`config.mk`:
```
export PLATFORM = sky130hd
export DESIGN_NAME = tdw_burst_window
export DESIGN_NICKNAME = d
export VERILOG_FILES = /design/src/rtl/tdw_pkg.sv /design/src/rtl/tdw_cfg_reg.sv /design/src/rtl/tdw_burst_ptr.sv /design/src/rtl/tdw_regfile.sv /design/src/rtl/tdw_burst_window.sv
export SDC_FILE = /design/constraint.sdc
export NUM_CORES = 2
export LEC_CHECK = 0
export ABC_AREA = 1
export ABC_CLOCK_PERIOD_IN_PS = 3650
export BUFFER_PORTS_ARGS = -buffer_cell sky130_fd_sc_hd__buf_2
export CORE_AREA = 2 2 292 294
export CTS_CLUSTER_SIZE = 24
export DETAILED_ROUTE_END_ITERATION = 7
export DIE_AREA = 0 0 294 296
export GPL_ROUTABILITY_DRIVEN = 0
export PLACE_DENSITY = 0.74
export SLEW_MARGIN = 20
export SYNTH_ARGS = -nofsm -noshare
export SYNTH_HDL_FRONTEND = slang
export SYNTH_SLANG_ARGS = --single-unit
```
`constraint.sdc`:
```
create_clock -name clk -period 3.65 [get_ports clk]
set_input_delay 0.73 -clock clk [delete_from_list [all_inputs] [get_ports clk]]
set_output_delay 0.73 -clock clk [all_outputs]
set_load 0.02 [all_outputs]
```
`src/rtl/tdw_pkg.sv`:
```
package tdw_pkg;
  localparam int TDW_DATA_W    = 32;
  localparam int TDW_ADDR_W    = 7;
  localparam int TDW_NUM_TREGS = 18;
  localparam int TDW_FIELD_W   = 5;
  localparam int TDW_CNT_LSB   = 8;
  localparam int TDW_LANE_W    = 16;

  typedef enum logic [1:0] {
    RSEL_NONE = 2'd0,
    RSEL_REG  = 2'd1,
    RSEL_CFG  = 2'd2
  } rsel_e;
endpackage

```
`src/rtl/tdw_cfg_reg.sv`:
```
module tdw_cfg_reg #(
  parameter int DATA_W  = 32,
  parameter int FIELD_W = 5,
  parameter int CNT_LSB = 8
) (
  input  logic               clk,
  input  logic               rst,
  input  logic               wr,
  input  logic [DATA_W-1:0]  wdata,
  output logic [FIELD_W-1:0] start_q,
  output logic [FIELD_W-1:0] cnt_q,
  output logic [DATA_W-1:0]  rd_val
);
  logic unused_wdata_bits;
  assign unused_wdata_bits = ^wdata;

  always_ff @(posedge clk) begin
    if (rst) begin
      start_q <= '0;
      cnt_q   <= '0;
    end else if (wr) begin
      start_q <= wdata[FIELD_W-1:0];
      cnt_q   <= wdata[CNT_LSB +: FIELD_W];
    end
  end

  always_comb begin
    rd_val = '0;
    rd_val[FIELD_W-1:0]        = start_q;
    rd_val[CNT_LSB +: FIELD_W] = cnt_q;
  end

  // both fields take the written value on the next cycle
  a_r3_fields_follow_write: assert property (@(posedge clk) disable iff (rst)
    wr |=> (start_q == $past(wdata[FIELD_W-1:0])) &&
           (cnt_q == $past(wdata[CNT_LSB +: FIELD_W])));

  // fields hold without a write
  a_r3_fields_hold: assert property (@(posedge clk) disable iff (rst)
    !wr |=> $stable(start_q) && $stable(cnt_q));
endmodule

```
`src/rtl/tdw_burst_ptr.sv`:
```
module tdw_burst_ptr #(
  parameter int W = 5
) (
  input  logic         clk,
  input  logic         rst,
  input  logic         clr,
  input  logic         adv,
  input  logic [W-1:0] last,
  output logic [W-1:0] ptr_q
);
  always_ff @(posedge clk) begin
    if (rst || clr) begin
      ptr_q <= '0;
    end else if (adv) begin
      if (ptr_q == last) ptr_q <= '0;
      else               ptr_q <= ptr_q + W'(1);
    end
  end

  // a configuration write restarts the burst
  a_r6_clear_restarts: assert property (@(posedge clk) disable iff (rst)
    clr |=> ptr_q == '0);

  // pointer never passes the programmed length
  a_r5_within_length: assert property (@(posedge clk) disable iff (rst)
    ptr_q <= last);

  // the final access of a burst folds back to zero
  a_r5_fold_back: assert property (@(posedge clk) disable iff (rst)
    (adv && !clr && ptr_q == last) |=> ptr_q == '0);

  // pointer moves only on buffer accesses or clears
  a_r9_hold_when_idle: assert property (@(posedge clk) disable iff (rst)
    (!adv && !clr) |=> $stable(ptr_q));
endmodule

```
`src/rtl/tdw_regfile.sv`:
```
module tdw_regfile #(
  parameter int DEPTH  = 18,
  parameter int DATA_W = 32,
  parameter int IDX_W  = 5,
  parameter int LANE_W = 16
) (
  input  logic                       clk,
  input  logic                       rst,
  input  logic                       we,
  input  logic [DATA_W/LANE_W-1:0]   lane_en,
  input  logic [IDX_W-1:0]           waddr,
  input  logic [DATA_W-1:0]          wdata,
  input  logic [IDX_W-1:0]           raddr_a,
  output logic [DATA_W-1:0]          rdata_a,
  input  logic [IDX_W-1:0]           raddr_b,
  output logic [DATA_W-1:0]          rdata_b
);
  localparam int LANES = DATA_W / LANE_W;
  localparam logic [IDX_W-1:0] DEPTH_I = IDX_W'(DEPTH);

  for (genvar g = 0; g < LANES; g++) begin : g_lane
    logic [LANE_W-1:0] store [DEPTH];
    logic [LANE_W-1:0] rd_a_q;
    logic [LANE_W-1:0] rd_b_q;

    always_ff @(posedge clk) begin
      if (rst) begin
        for (int i = 0; i < DEPTH; i++) store[i] <= '0;
      end else if (we && lane_en[g] && (waddr < DEPTH_I)) begin
        store[waddr] <= wdata[g*LANE_W +: LANE_W];
      end
    end

    always_ff @(posedge clk) begin
      if (rst) begin
        rd_a_q <= '0;
        rd_b_q <= '0;
      end else begin
        rd_a_q <= (raddr_a < DEPTH_I) ? store[raddr_a] : '0;
        rd_b_q <= (raddr_b < DEPTH_I) ? store[raddr_b] : '0;
      end
    end

    assign rdata_a[g*LANE_W +: LANE_W] = rd_a_q;
    assign rdata_b[g*LANE_W +: LANE_W] = rd_b_q;
  end

  // an index beyond the file reads as zero
  a_r11_core_oob_zero: assert property (@(posedge clk) disable iff (rst)
    (raddr_b >= DEPTH_I) |=> rdata_b == '0);
endmodule

```
`src/rtl/tdw_burst_window.sv`:
```
module tdw_burst_window
  import tdw_pkg::*;
#(
  parameter int DATA_W    = TDW_DATA_W,
  parameter int ADDR_W    = TDW_ADDR_W,
  parameter int NUM_TREGS = TDW_NUM_TREGS,
  parameter int FIELD_W   = TDW_FIELD_W,
  parameter int CNT_LSB   = TDW_CNT_LSB,
  parameter int LANE_W    = TDW_LANE_W
) (
  input  logic               clk,
  input  logic               rst,
  input  logic               bus_req,
  input  logic               bus_we,
  input  logic               bus_half,
  input  logic [ADDR_W-1:0]  bus_addr,
  input  logic [DATA_W-1:0]  bus_wdata,
  output logic [DATA_W-1:0]  bus_rdata,
  output logic               bus_ready,
  input  logic [FIELD_W-1:0] core_idx,
  output logic [DATA_W-1:0]  core_rdata
);
  localparam int WIDX_W = ADDR_W - 2;
  localparam int EFF_W  = FIELD_W + 1;
  localparam int LANES  = DATA_W / LANE_W;
  localparam logic [EFF_W-1:0] CFG_IDX = EFF_W'(NUM_TREGS);
  localparam logic [EFF_W-1:0] BUF_IDX = EFF_W'(NUM_TREGS + 1);
  localparam logic [DATA_W-1:0] CFG_MASK =
    (DATA_W'((1 << FIELD_W) - 1)) | (DATA_W'((1 << FIELD_W) - 1) << CNT_LSB);

  logic [WIDX_W-1:0]  word_idx;
  logic [EFF_W-1:0]   word_e;
  logic [EFF_W-1:0]   eff_idx;
  logic               is_buf, hit_reg, hit_cfg;
  logic               wr_go, rd_go, rf_we, cfg_wr, ptr_adv;
  logic [LANES-1:0]   lane_en;
  logic [FIELD_W-1:0] cfg_start, cfg_cnt, ptr;
  logic [DATA_W-1:0]  cfg_val, cfg_rd_q, rf_rd_a;
  rsel_e              sel_d, sel_q;
  logic               ready_q;
  logic               unused_addr_lsb;

  assign unused_addr_lsb = ^bus_addr[1:0];

  // address decode and pointer steering
  assign word_idx = bus_addr[ADDR_W-1:2];
  assign word_e   = EFF_W'(word_idx);
  assign is_buf   = (word_e == BUF_IDX);
  assign eff_idx  = is_buf ? ({1'b0, cfg_start} + {1'b0, ptr}) : word_e;
  assign hit_reg  = (eff_idx < CFG_IDX);
  assign hit_cfg  = (eff_idx == CFG_IDX);

  assign wr_go   = bus_req && bus_we;
  assign rd_go   = bus_req && !bus_we;
  assign rf_we   = wr_go && hit_reg;
  assign cfg_wr  = wr_go && hit_cfg;
  assign ptr_adv = bus_req && is_buf;

  for (genvar g = 0; g < LANES; g++) begin : g_lane_en
    if (g == 0) begin : g_low
      assign lane_en[g] = 1'b1;
    end else begin : g_high
      assign lane_en[g] = !bus_half;
    end
  end

  tdw_cfg_reg #(
    .DATA_W (DATA_W),
    .FIELD_W(FIELD_W),
    .CNT_LSB(CNT_LSB)
  ) u_cfg (
    .clk    (clk),
    .rst    (rst),
    .wr     (cfg_wr),
    .wdata  (bus_wdata),
    .start_q(cfg_start),
    .cnt_q  (cfg_cnt),
    .rd_val (cfg_val)
  );

  tdw_burst_ptr #(
    .W(FIELD_W)
  ) u_ptr (
    .clk  (clk),
    .rst  (rst),
    .clr  (cfg_wr),
    .adv  (ptr_adv),
    .last (cfg_cnt),
    .ptr_q(ptr)
  );

  tdw_regfile #(
    .DEPTH (NUM_TREGS),
    .DATA_W(DATA_W),
    .IDX_W (FIELD_W),
    .LANE_W(LANE_W)
  ) u_rf (
    .clk    (clk),
    .rst    (rst),
    .we     (rf_we),
    .lane_en(lane_en),
    .waddr  (eff_idx[FIELD_W-1:0]),
    .wdata  (bus_wdata),
    .raddr_a(eff_idx[FIELD_W-1:0]),
    .rdata_a(rf_rd_a),
    .raddr_b(core_idx),
    .rdata_b(core_rdata)
  );

  // read source selection, registered alongside the data
  always_comb begin
    sel_d = RSEL_NONE;
    if (rd_go) begin
      if (hit_reg)      sel_d = RSEL_REG;
      else if (hit_cfg) sel_d = RSEL_CFG;
    end
  end

  always_ff @(posedge clk) begin
    if (rst) begin
      sel_q    <= RSEL_NONE;
      cfg_rd_q <= '0;
      ready_q  <= 1'b0;
    end else begin
      sel_q    <= sel_d;
      cfg_rd_q <= cfg_val;
      ready_q  <= bus_req;
    end
  end

  always_comb begin
    case (sel_q)
      RSEL_REG: bus_rdata = rf_rd_a;
      RSEL_CFG: bus_rdata = cfg_rd_q;
      default:  bus_rdata = '0;
    endcase
  end

  assign bus_ready = ready_q;

  // every request is answered on the next cycle
  a_r2_ready_after_req: assert property (@(posedge clk) disable iff (rst)
    bus_req |=> bus_ready);

  // no completion without a request
  a_r2_no_stray_ready: assert property (@(posedge clk) disable iff (rst)
    !bus_req |=> !bus_ready);

  // reserved configuration bits read as zero
  a_r3_reserved_read_zero: assert property (@(posedge clk) disable iff (rst)
    (bus_ready && sel_q == RSEL_CFG) |-> (bus_rdata & ~CFG_MASK) == '0);

  // a read that hits nothing returns zero
  a_r7_miss_reads_zero: assert property (@(posedge clk) disable iff (rst)
    (rd_go && !hit_reg && !hit_cfg) |=> bus_rdata == '0);
endmodule

```
; Yosys cells after proc, flatten, opt, wreduce, memory -nomap -nowiden
; Memory sizes are Yosys's and may differ from the RTL's. A register that Yosys moved wholly into a read port is not among the register bits.
; Cells that the tools add are included.
[word_totals]
n_memories = 2
wordCells = 59
regBits = 50
ram_bits = 576
[memory_table]
columns = name, depth, width, rd, rd_clocked_by_memory_dff, wr, line
row1 = u_rf.g_lane[0].store, 18, 16, 2, 2, 18, tdw_regfile.sv:22  ; logic [LANE_W-1:0] store [DEPTH];
row2 = u_rf.g_lane[1].store, 18, 16, 2, 2, 18, tdw_regfile.sv:22
[op_classes]
magnitude_cmp = 3
add_sub_neg = 2
bitwise_logic = 3
n_mux = 19
n_eq_ne = 5
n_reduce_logical = 17
[ops]
columns = operator, n
row1 = $pmux W32 S2, 1
row2 = $mux W16, 2
row3 = $reduce_or A16 Y1, 2
row4 = $mux W5, 3
row5 = $mux W1, 11
row6 = $lt A5 B5 Y1 const B, 2
row7 = $logic_and A1 B1 Y1, 8
row8 = $add A5 B5 Y6, 1
row9 = $eq A6 B5 Y1 const B, 1
row10 = $lt A6 B5 Y1 const B, 1
row11 = $mux W6, 1
row12 = $reduce_or A2 Y1, 3
row13 = $add A5 B1 Y5 const B, 1
row14 = $eq A5 B5 Y1, 1
row15 = $eq A5 B5 Y1 const B, 1
row16 = $not A1 Y1, 3
row17 = $reduce_or A3 Y1, 1
row18 = $eq A2 B1 Y1 const B, 1
row19 = $eq A2 B2 Y1 const B, 1
row20 = $logic_not A1 Y1, 2
row21 = $mux W2, 1
row22 = $logic_or A1 B1 Y1, 1

; Logic depth before layout (Yosys ltp)
[logic_depth]
word_depth = 11
mapped_depth = 18
mapped_depth_nobuf = 16

; By module
; Synthesis repeated with hierarchy kept, for this count alone.
[hier_totals]
cells_unflattened = 5627
hier_area_um2 = 47357.9
[modules_own_cells]
columns = module, area_each_um2, instances, seq_area_each_um2, cells_each
row1 = tdw_regfile, 44492.7, 1, 25064.0, 5192
row2 = tdw_burst_window, 1834.3, 1, 700.7, 289
row3 = tdw_cfg_reg, 663.1, 1, 200.2, 96
row4 = tdw_burst_ptr, 367.9, 1, 100.1, 50

; Worst setup path after synthesis
; OpenSTA, ideal clock, no wires.
[synth_path]
path_kind = reg-to-reg
start = register u_ptr.ptr_q[0]
end = memory u_rf.g_lane[1].store[5][0] (enable)
required_ns = 3.239
stages_incl_launch_ff = 14
synth_period_minus_slack_ns = 3.968
setup_time_ns = 0.411
t_arrival_ns = 3.557
n_path_buf = 1
path_slack_ns = -0.318
cell_sequence = dfxtp_1 > ha_1 > fa_1 > nand3b_1 > nand2_4 > nand2_4 > o21ai_4 > nand4_4 > inv_2 > nand2_2 > nand2_1 > nand2_1 > buf_2 > o21ai_0
[synth_rtl]
columns = element, line
row1 = from (decl), tdw_burst_ptr.sv:9  ; output logic [W-1:0] ptr_q
row2 = from (signal assigned), tdw_burst_ptr.sv:16  ; else ptr_q <= ptr_q + W'(1);
row3 = to (decl), tdw_regfile.sv:22

==> impl_metrics.yaml <==
cts:
  clockBufferDepth: 3
  clk_pin_slew_worst_paths_ns: 0.06
  root_buffer: "clkbuf_16"
  clock_latency_ns: 0.68
  htree_levels: 3
  hold_buffers: 0
  cts_made_buffers: 98
  cts_tree: "yes"
  clock_sinks: 940
power:
  power_switching_uw: 6250
  leakagePower_uw: 0.0207
  power_uw: 25100
  p_comb_share_pct: 10.3
  power.internal_uw: 18800
  power_density_mw_per_mm2: 476
  max-vdd-ir-drop_mv: 0.379
  p_clk_share_pct: 40.6
  power.share.switching_pct: 24.9
  seq_power_share_pct: 49.2
timing:
  max_slew.worst_pin.slew_ns: 1.07
  skew_ns: 0.0309
  setup_tns_ns: 0
  hold_viol: 0
  fmax_mhz: 282
  period_share_pct: 97.1
  setup_viol: 0
  slew_headroom_pct: 28.6
  fin_ws_ns: 0.105
  min_period_ns: 3.54
  drv_slew: 0
synthesis:
  synth_xor_xnor_area_share_pct: 0.0959
  ys_seq_area_share_pct: 59.8
  syn-instance-count: 4960
  synth_cell_types: 49
  syn_avg_cell_area_um2: 9.20
  yosysWarningCount: 0
  synth-seq-cells: 940
  synth_compound_area_share_pct: 16.4
  syn-cell-area_mm2: 0.0457
  yosys.area_share.simple_pct: 16.5
  synthAdderAreaFrac_pct: 0.263
  synthMuxAreaShare_pct: 0
  synth_top_family_by_area: "simple AND/OR/NAND/NOR gates"
worst_setup_path:
  slowest_delay_ns: 0.42
  worst_path_max_delay_cell: "fa_1"
  crit_type: "reg -> reg"
  crit_chain: "ha_1 > fa_1 > nand3b_1 > nand2_8 > nand2_4 > o21ai_4 > nand4_4 > buf_4 > nor2_4 > nand3_2 > inv_2 > nand2_2 > nand2_1 > buf_12"
  critPathArrivalTime_ns: 3.91
  cp.required_ns: 4.02
  startpoint_type: "register"
  cp_max_fo: 11
  crit_family: "simple AND/OR/NAND/NOR gates"
  path_buf_inv: 3
  endpoint_kind: "register"
detailed_routing:
  wirelength_mm: 143
  ant_nets: 0
  firstDrtPassIters: 7
  first_iter_violations: 5510
  wire_per_inst_um: 22.1
  num_vias: 38900
  via_per_inst: 6.01
  drc_errors: 0
die:
  initial_core_util_pct: 54.2
  die_area_mm2: 0.0870
  core_mm2: 0.0842
  dieWidth_um: 294
  row_count: 107
  die_h_um: 296
  ios: 114
outcome:
  status: "completed"
finish:
  fillers: 6760
  area_growth_pct: 15.4
  layout_commonest_cell: "edfxtp_1"
  fin_util_pct: 62.5
  final_cell_mix: "edfxtp_1, nor2_1, o21ai_0, nand2_1, inv_1"
  layout.nets: 5356
  drive_gt1_share_pct: 10.7
worst_hold_path:
  hold_class: "in -> reg"
job:
  cap_violations: 0
global_routing:
  antenna_found_initial: 4
  grt_usage_pct: 32.4
  grt_pass1_wl_mm: 212
  grt_max_degree: 138
  first_global_vias: 36200
  overflow: 0
placed_design:
  dpl.hpwl_mm: 92.3
  io_buffers: 111
  preCtsSetupSlack_ns: 0.0808
## power by group through the flow
stage	clock, µW	sequential [µW]	combinational, µW
6_report	10200	12300	2570
5_1_grt	10700	12400	2750
4_1_cts	10200	12300	2480
3_5_place_dp	0	12500	2470
3_3_place_gp	0	12500	2420
2_1_floorplan	0	12500	1460
## worst min-delay path, delay by kind of cell
family	cells	cell delay [ns]
buffers and inverters	2	0.18
AND/OR/NAND/NOR	1	0.05
## routing by layer
| layer | up-vias | wire, µm | track usage, % |
|---|---|---|---|
| li1 | 17500 | - | - |
| met1 | 18100 | 51600 | 42.5 |
| met2 | 2726 | 64300 | 50.5 |
| met3 | 540 | 19000 | 7.19 |
| met4 | 4 | 8340 | 17.8 |
| met5 | - | 23 | 0 |
## sequential cells by signal (all words and copies together), names as in the netlist
name and count:
u_rf.g_lane.store 848, u_rf.g_lane.rd_a_q 32, u_rf.g_lane.rd_b_q 32, cfg_rd_q 10, u_cfg.cnt_q 5, u_cfg.start_q 5, u_ptr.ptr_q 5, sel_q 2
bus_ready 1
## cells by family after synthesis
group | count (synthesis)
flip-flops | 940
buffers and inverters | 823
AO/OA/AOI/OAI | 1342
other | 1
AND/OR/NAND/NOR | 1840
adder cells (fa/ha/maj) | 9
XOR/XNOR | 5
## timing repair
item	CTS	global route
setup buffers	0	3
gates resized for setup	0	2
setup endpoints to repair	0	115
## through the flow
step | instances | hold WS (ns) | area, µm²
floorplan | 5231 | 0.429 | 46700
global placement | 6285 | 0.461 | 49300
detailed placement | 6285 | 0.460 | 49300
CTS | 6469 | 0.325 | 52600
global route | 6472 | 0.338 | 52700
finish | 6474 | 0.339 | 52700
## cell usage after synthesis (all sizes together)
cell type  count  area [µm²]
a211oi         1        7.51
a21boi         1        7.51
a21oi        327        1640
a31oi         17         106
a32o           6        60.1
and2           1        6.26
and3           1        6.26
buf           77         362
clkbuf       308        1160
clkinv         2        7.51
conb           1        3.75
dfxtp         92        1840
edfxtp       848       25500
fa             1        20.0
ha             8         100
inv          436        1640
nand2        680        2630
nand3        228        1160
nand3b         2        15.0
nand4          7        58.8
nor2         850        3230
nor3          64         358
o2111a         1        11.3
o2111ai       10        87.6
o211ai       211        1580
o21a           1        7.51
o21ai        686        3440
o21bai         1        7.51
o221ai        15         131
o22ai         61         382
o31ai          4        30.0
or2            7        43.8
xnor2          3        26.3
xor2           2        17.5
## layout make-up
type	count	area, µm²	share of cell area, %
Clock buffer	132	2750	5.22
Clock inverter	52	546	1.04
Sequential cell	940	27300	51.9
Multi-Input combinational cell	3468	16300	30.9
Antenna cell	2	5.00	0.00950
Timing Repair Buffer	352	2780	5.27
Tap cell	1090	1360	2.59
Inverter	438	1660	3.16
## worst paths after layout
path | from | to | slack (ns) | depth (start not counted)
max | u_cfg.start_q[0] | u_rf.g_lane[1].store[10][12] | 0.11 | 14
min reg2reg | u_cfg.start_q[0] | cfg_rd_q[0] | 0.47 | 2
min | bus_req | bus_ready | 0.34 | 3
max reg2reg | u_cfg.start_q[0] | u_rf.g_lane[1].store[10][12] | 0.11 | 14
Power figures use the tool's default switching activity.
